**src/rtl/mesi_pkg.sv**
```systemverilog
package mesi_pkg;
  typedef enum logic [1:0] {
    ST_I = 2'd0,
    ST_S = 2'd1,
    ST_E = 2'd2,
    ST_M = 2'd3
  } line_st_t;

  typedef enum logic [2:0] {
    EV_LOAD   = 3'd0,
    EV_STORE  = 3'd1,
    EV_EVICT  = 3'd2,
    EV_SNRD   = 3'd3,
    EV_SNINV  = 3'd4,
    EV_PROBE  = 3'd5,
    EV_RSVD6  = 3'd6,
    EV_RSVD7  = 3'd7
  } ev_t;

  typedef struct packed {
    logic push;
    logic inval;
    logic fetch;
  } xact_t;
endpackage

```
**src/rtl/mesi_tag_store.sv**
```systemverilog
module mesi_tag_store
  import mesi_pkg::*;
#(
  parameter int IDX_W = 4,
  parameter int TAG_W = 8
) (
  input  logic             clk,
  input  logic             rst,
  input  logic [IDX_W-1:0] rd_idx,
  output logic [TAG_W-1:0] rd_tag,
  output line_st_t         rd_state,
  input  logic             wr_en,
  input  logic [IDX_W-1:0] wr_idx,
  input  logic [TAG_W-1:0] wr_tag,
  input  line_st_t         wr_state
);
  localparam int LINES = 1 << IDX_W;

  // Tags carry no reset: plain array that maps onto distributed RAM.
  logic [TAG_W-1:0] tag_mem [LINES];
  always_ff @(posedge clk) begin
    if (wr_en) tag_mem[wr_idx] <= wr_tag;
  end
  assign rd_tag = tag_mem[rd_idx];

  // States are resettable flops, one register per line.
  line_st_t st_q [LINES];
  for (genvar g = 0; g < LINES; g++) begin : g_line
    always_ff @(posedge clk) begin
      if (rst)
        st_q[g] <= ST_I;
      else if (wr_en && (wr_idx == IDX_W'(g)))
        st_q[g] <= wr_state;
    end
  end
  assign rd_state = st_q[rd_idx];

  // A line written this cycle holds the written state next cycle
  p_write_lands_r12: assert property (@(posedge clk) disable iff (rst)
    (wr_en && (rd_idx == wr_idx)) |=> (rd_state == $past(wr_state)) || (rd_idx != $past(wr_idx)));
endmodule

```
**src/rtl/mesi_transition.sv**
```systemverilog
module mesi_transition
  import mesi_pkg::*;
(
  input  ev_t      kind,
  input  line_st_t stored,
  input  logic     tag_eq,
  input  logic     shr,
  output logic     hit,
  output line_st_t prev,
  output line_st_t nxt,
  output xact_t    xact,
  output logic     upd
);
  logic victim_dirty;

  always_comb begin
    hit          = (stored != ST_I) && tag_eq;
    victim_dirty = (stored == ST_M) && !tag_eq;
    prev         = hit ? stored : ST_I;
    nxt          = prev;
    xact         = '0;
    upd          = 1'b0;
    unique case (kind)
      EV_LOAD: begin
        if (!hit) begin
          xact.fetch = 1'b1;
          xact.push  = victim_dirty;
          nxt        = shr ? ST_S : ST_E;
          upd        = 1'b1;
        end
      end
      EV_STORE: begin
        upd = 1'b1;
        nxt = ST_M;
        if (hit) begin
          xact.inval = (stored == ST_S);
        end else begin
          xact.fetch = 1'b1;
          xact.inval = 1'b1;
          xact.push  = victim_dirty;
        end
      end
      EV_EVICT, EV_SNINV: begin
        if (hit) begin
          xact.push = (stored == ST_M);
          nxt       = ST_I;
          upd       = 1'b1;
        end
      end
      EV_SNRD: begin
        if (hit) begin
          xact.push = (stored == ST_M);
          nxt       = ST_S;
          upd       = 1'b1;
        end
      end
      default: begin
      end
    endcase
  end
endmodule

```
**src/rtl/mesi_line_ctrl.sv**
```systemverilog
module mesi_line_ctrl
  import mesi_pkg::*;
#(
  parameter int ADDR_W = 12,
  parameter int IDX_W  = 4
) (
  input  logic              clk,
  input  logic              rst,
  input  logic              ev_valid,
  input  logic [2:0]        ev_kind,
  input  logic [ADDR_W-1:0] ev_addr,
  input  logic              shr_rsp,
  output logic              rsp_valid,
  output logic              rsp_hit,
  output logic [1:0]        rsp_prev,
  output logic [1:0]        rsp_state,
  output logic              bus_push,
  output logic              bus_inval,
  output logic              bus_read
);
  localparam int TAG_W = ADDR_W - IDX_W;

  logic [IDX_W-1:0] idx;
  logic [TAG_W-1:0] tag;
  assign idx = ev_addr[IDX_W-1:0];
  assign tag = ev_addr[ADDR_W-1:IDX_W];

  logic [TAG_W-1:0] st_tag;
  line_st_t         st_cur;
  ev_t              kind;
  logic             hit, upd;
  line_st_t         prev, nxt;
  xact_t            xact;

  assign kind = ev_t'(ev_kind);

  mesi_tag_store #(.IDX_W(IDX_W), .TAG_W(TAG_W)) u_store (
    .clk      (clk),
    .rst      (rst),
    .rd_idx   (idx),
    .rd_tag   (st_tag),
    .rd_state (st_cur),
    .wr_en    (ev_valid && upd),
    .wr_idx   (idx),
    .wr_tag   (tag),
    .wr_state (nxt)
  );

  mesi_transition u_xfn (
    .kind   (kind),
    .stored (st_cur),
    .tag_eq (st_tag == tag),
    .shr    (shr_rsp),
    .hit    (hit),
    .prev   (prev),
    .nxt    (nxt),
    .xact   (xact),
    .upd    (upd)
  );

  logic snoop_q;
  always_ff @(posedge clk) begin
    if (rst) begin
      rsp_valid <= 1'b0;
      rsp_hit   <= 1'b0;
      rsp_prev  <= ST_I;
      rsp_state <= ST_I;
      bus_push  <= 1'b0;
      bus_inval <= 1'b0;
      bus_read  <= 1'b0;
      snoop_q   <= 1'b0;
    end else begin
      rsp_valid <= ev_valid;
      rsp_hit   <= ev_valid && hit;
      rsp_prev  <= ev_valid ? prev : ST_I;
      rsp_state <= ev_valid ? nxt  : ST_I;
      bus_push  <= ev_valid && xact.push;
      bus_inval <= ev_valid && xact.inval;
      bus_read  <= ev_valid && xact.fetch;
      snoop_q   <= ev_valid && (kind == EV_SNRD || kind == EV_SNINV);
    end
  end

  p_quiet_idle_r11: assert property (@(posedge clk) disable iff (rst)
    !rsp_valid |-> !(bus_push || bus_inval || bus_read));
  p_fetch_only_miss_r2: assert property (@(posedge clk) disable iff (rst)
    (rsp_valid && bus_read) |-> !rsp_hit);
  p_inval_gives_mod_r3: assert property (@(posedge clk) disable iff (rst)
    (rsp_valid && bus_inval) |-> (rsp_state == ST_M));
  p_dirty_leaves_push_r6: assert property (@(posedge clk) disable iff (rst)
    (rsp_valid && rsp_prev == ST_M && rsp_state != ST_M) |-> bus_push);
  p_snoop_no_fetch_r9: assert property (@(posedge clk) disable iff (rst)
    (rsp_valid && snoop_q) |-> !(bus_read || bus_inval));
endmodule

```
**config.mk**
```make
export PLATFORM = sky130hd
export DESIGN_NAME = mesi_line_ctrl
export DESIGN_NICKNAME = d
export VERILOG_FILES = /design/src/rtl/mesi_pkg.sv /design/src/rtl/mesi_tag_store.sv /design/src/rtl/mesi_transition.sv /design/src/rtl/mesi_line_ctrl.sv
export SDC_FILE = /design/constraint.sdc
export NUM_CORES = 1
export LEC_CHECK = 0
export BUFFER_PORTS_ARGS = -buffer_cell sky130_fd_sc_hd__buf_2
export CORE_MARGIN = 3
export CORE_UTILIZATION = 45
export CTS_BUF_LIST = sky130_fd_sc_hd__clkbuf_16
export CTS_CLUSTER_SIZE = 14
export DETAILED_ROUTE_END_ITERATION = 8
export HOLD_SLACK_MARGIN = 0.05
export PLACE_DENSITY = 0.71
export SYNTH_ARGS = -nofsm -noshare
export SYNTH_HDL_FRONTEND = slang
export SYNTH_SLANG_ARGS = --single-unit
```
**constraint.sdc**
```tcl
create_clock -name clk -period 4.6 [get_ports clk]
set_input_delay 0.69 -clock clk [delete_from_list [all_inputs] [get_ports clk]]
set_output_delay 0.69 -clock clk [all_outputs]
set_load 0.1 [all_outputs]
```
==> results.py <==
metrics = {
    "power": {
        "p_sw_share_pct": 23.1,
        "total_power_mw": 3.28,
        "switchingPower_mw": 0.758,
        "intPower_mw": 2.53,
        "p_seq_share_pct": 51.7,
        "clockPowerShare_pct": 40.6,
        "irDropWorstVdd_mv": 0.275,
        "comb_power_share_pct": 7.7,
        "p_leak_nw": 2.83,
        "powerDensity_nw_per_um2": 392,
    },
    "worst_setup_path": {
        "cp_max_fo": 31,
        "critPathCaptureType": "flip-flop",
        "r2r_slack_ns": 0.81,
        "ff2ff_path_depth": 9,
        "worst-setup-path-type": "primary input to flip-flop",
        "arrival_ns": 4.05,
        "reg2reg_to": "u_store.tag_mem[12][7]",
        "crit_required_ns": 4.64,
        "critPathLaunchType": "primary input",
        "r2r-start": "u_store.tag_mem[14][0]",
    },
    "synth": {
        "synth_nets": 487,
        "synth.distinct_cells": 42,
        "synth_seq_area_share_pct": 67.9,
        "postSynthAreaPerCell_sq_um": 15.7,
        "synth_seq_cells": 169,
        "syn_inst": 468,
        "ys.flop_type": "edfxtp_1",
        "syn_area_sq_um": 7340,
        "synth_edf_count": 160,
        "async_flop_share_pct": 0,
        "yosysWarningCount": 0,
    },
    "hold_path": {
        "worstHoldPathType": "primary input to flip-flop",
        "min_path_cells": 1,
        "hold_path_end": "u_store.tag_mem[14][4]",
        "hold_start": "ev_addr[8]",
    },
    "sta": {
        "period_minus_slack_ns": 4.01,
        "rsz0062_at_grt": "false",
        "final-setup-viol-count": 0,
        "max_freq_mhz": 249,
        "skew_ns": 0.00790,
        "tns_ns": 0,
        "relSlewSlack_pct": 13.6,
        "tightest_slew_ns": 1.29,
        "slew_viol_final": 0,
        "hold_viol": 0,
        "period_share_pct": 87.2,
        "layout_setup_ws_ns": 0.590,
    },
    "grt": {
        "grt_max_degree": 35,
        "antenna_found_initial": 0,
        "overflow": 0,
        "grtUsageTotal_pct": 20.6,
        "grt_pass1_vias": 4564,
        "grt_pass1_wl_um": 27000,
    },
    "floorplanning": {
        "die_h_um": 134,
        "io_pins": 28,
        "die_area_sq_um": 17900,
        "core_area_sq_um": 15900,
        "std_cell_rows": 46,
        "start_util_pct": 46.0,
        "die_w_um": 134,
    },
    "routing": {
        "post_drt_wl_per_cell_um": 23.8,
        "drt_iter0_markers": 442,
        "ant_nets": 0,
        "drt-vias-per-instance": 6.11,
        "vias": 4523,
        "first_pass_iters": 5,
        "wl_um": 17600,
        "remaining_drc_errors": 0,
    },
    "layout": {
        "diodes": 0,
        "final_common_cell": "edfxtp_1",
        "fin_nets": 530,
        "final_layout_size_suffix_gt1_share_pct": 21.6,
        "final_area_sq_um": 8380,
        "areaGrowthSynthToFinish_pct": 14.2,
        "fin_cells": 740,
        "layout_common_cells": "edfxtp_1 (160), mux2i_1 (46), nor4_1 (32), buf_2 (27), buf_4 (26)",
    },
    "place": {
        "globalplace.congestion": 0.885,
        "place_ws_ns": 0.174,
        "dp_hpwl_um": 11900,
        "dp_cells": 708,
        "portBuffers": 27,
        "placed_cell_area_sq_um": 7830,
    },
    "cts": {
        "clockBufferDepth": 2,
        "numCtsBuffers": 17,
        "htreeDepth": 4,
        "cts_tree": "done",
        "ctsResizeCount": 0,
        "cts.clk_slew.worst_paths_ns": 0.06,
        "clock_latency_ns": 0.42,
        "clock-sinks": 169,
        "root_buffer": "clkbuf_16",
        "postCtsSetupBuffers": 0,
        "hold_buffers": 0,
    },
    "job": {
        "cap_violations": 0,
    },
    "status": {
        "status": "finished, final reports clean",
    },
}
==> synthesized netlist by cell type (all sizes together) (9+ instances only) <==
cell | number | area [sq um]
nor4 | 32 | 200
o21ai | 11 | 55.1
nor3 | 16 | 80.1
mux2i | 46 | 460
o31ai | 13 | 97.6
buf | 19 | 115
nor2 | 14 | 52.6
nand3 | 12 | 60.1
nand2 | 23 | 93.8
a22oi | 15 | 113
dfxtp | 9 | 180
mux4 | 22 | 495
edfxtp | 160 | 4800
clkbuf | 12 | 45.0
==> cell type report <==
type | count | area [sq um]
Tap cell | 216 | 270
Clock buffer | 17 | 425
Sequential cell | 169 | 4980
Timing Repair Buffer | 55 | 370
Clock inverter | 15 | 126
Inverter | 5 | 18.8
Multi-Input combinational cell | 263 | 2190
Fill cell | 1294 | 7560
==> routing by layer <==
layer | part of all wire, % | global-route usage [%] | wire, um
met4 | 3.7 | 10.6 | 647
met3 | 7.5 | 4.76 | 1330
met5 | 0 | 0 | 0
met2 | 49 | 32.5 | 8720
met1 | 39 | 26.8 | 6950
==> worst max-delay path: stages <==
cell     delay [ns]
buf_2          0.44
mux4_2         0.38
mux2i_1        0.18
xor2_1         0.17
nand3_1        0.16
or4b_4         0.63
nand2_4        0.11
a32oi_4        0.12
buf_12         0.19
nor3_1         0.95
==> metrics by stage <==
stage	hold slack (ns)	utilization, %
CTS	0.565	52.6
finish	0.582	52.6
global route	0.576	52.6
floorplan	0.789	-
global placement	1.01	49.1
detailed placement	1.02	49.1
==> registers in the layout, summed over array words and instances (netlist names) <==
| name | flops |
|---|---|
| rsp_valid | 1 |
| rsp_prev | 2 |
| bus_read | 1 |
| u_store.st_q | 32 |
| bus_inval | 1 |
| rsp_hit | 1 |
| rsp_state | 2 |
| bus_push | 1 |
| u_store.tag_mem | 128 |
==> how the worst max path moves through the flow <==
stage	startpoint	end	slack [ns]	cells past startpoint
final	ev_addr[3]	u_store.tag_mem[12][7]	0.59	10
after global routing	ev_addr[3]	u_store.tag_mem[12][7]	0.31	10
after CTS	ev_addr[3]	u_store.tag_mem[12][4]	0.62	10
after detailed placement	ev_addr[1]	u_store.tag_mem[14][0]	0.17	12
after global placement	ev_addr[1]	u_store.tag_mem[14][7]	0.25	10
after floorplan	ev_addr[3]	u_store.tag_mem[15][0]	0.62	11
==> power groups by stage <==
| stage | logic (mW) | clock network (mW) | registers [mW] |
|---|---|---|---|
| floorplan | 0.145 | 0 | 1.74 |
| global placement | 0.244 | 0 | 1.73 |
| global route | 0.271 | 1.41 | 1.70 |
| CTS | 0.250 | 1.35 | 1.70 |
| finish | 0.253 | 1.33 | 1.70 |
| detailed placement | 0.249 | 0 | 1.73 |
==> cells by family after synthesis <==
family | count (synthesis) | share of synthesized area (%)
flip-flops | 169 | 67.9
AND/OR/NAND/NOR | 127 | 9.48
multiplexers | 68 | 13.0
AO/OA/AOI/OAI | 60 | 6.19
buffers and inverters | 36 | 2.44
XOR/XNOR | 8 | 0.955
Power figures use the tool's default switching activity.
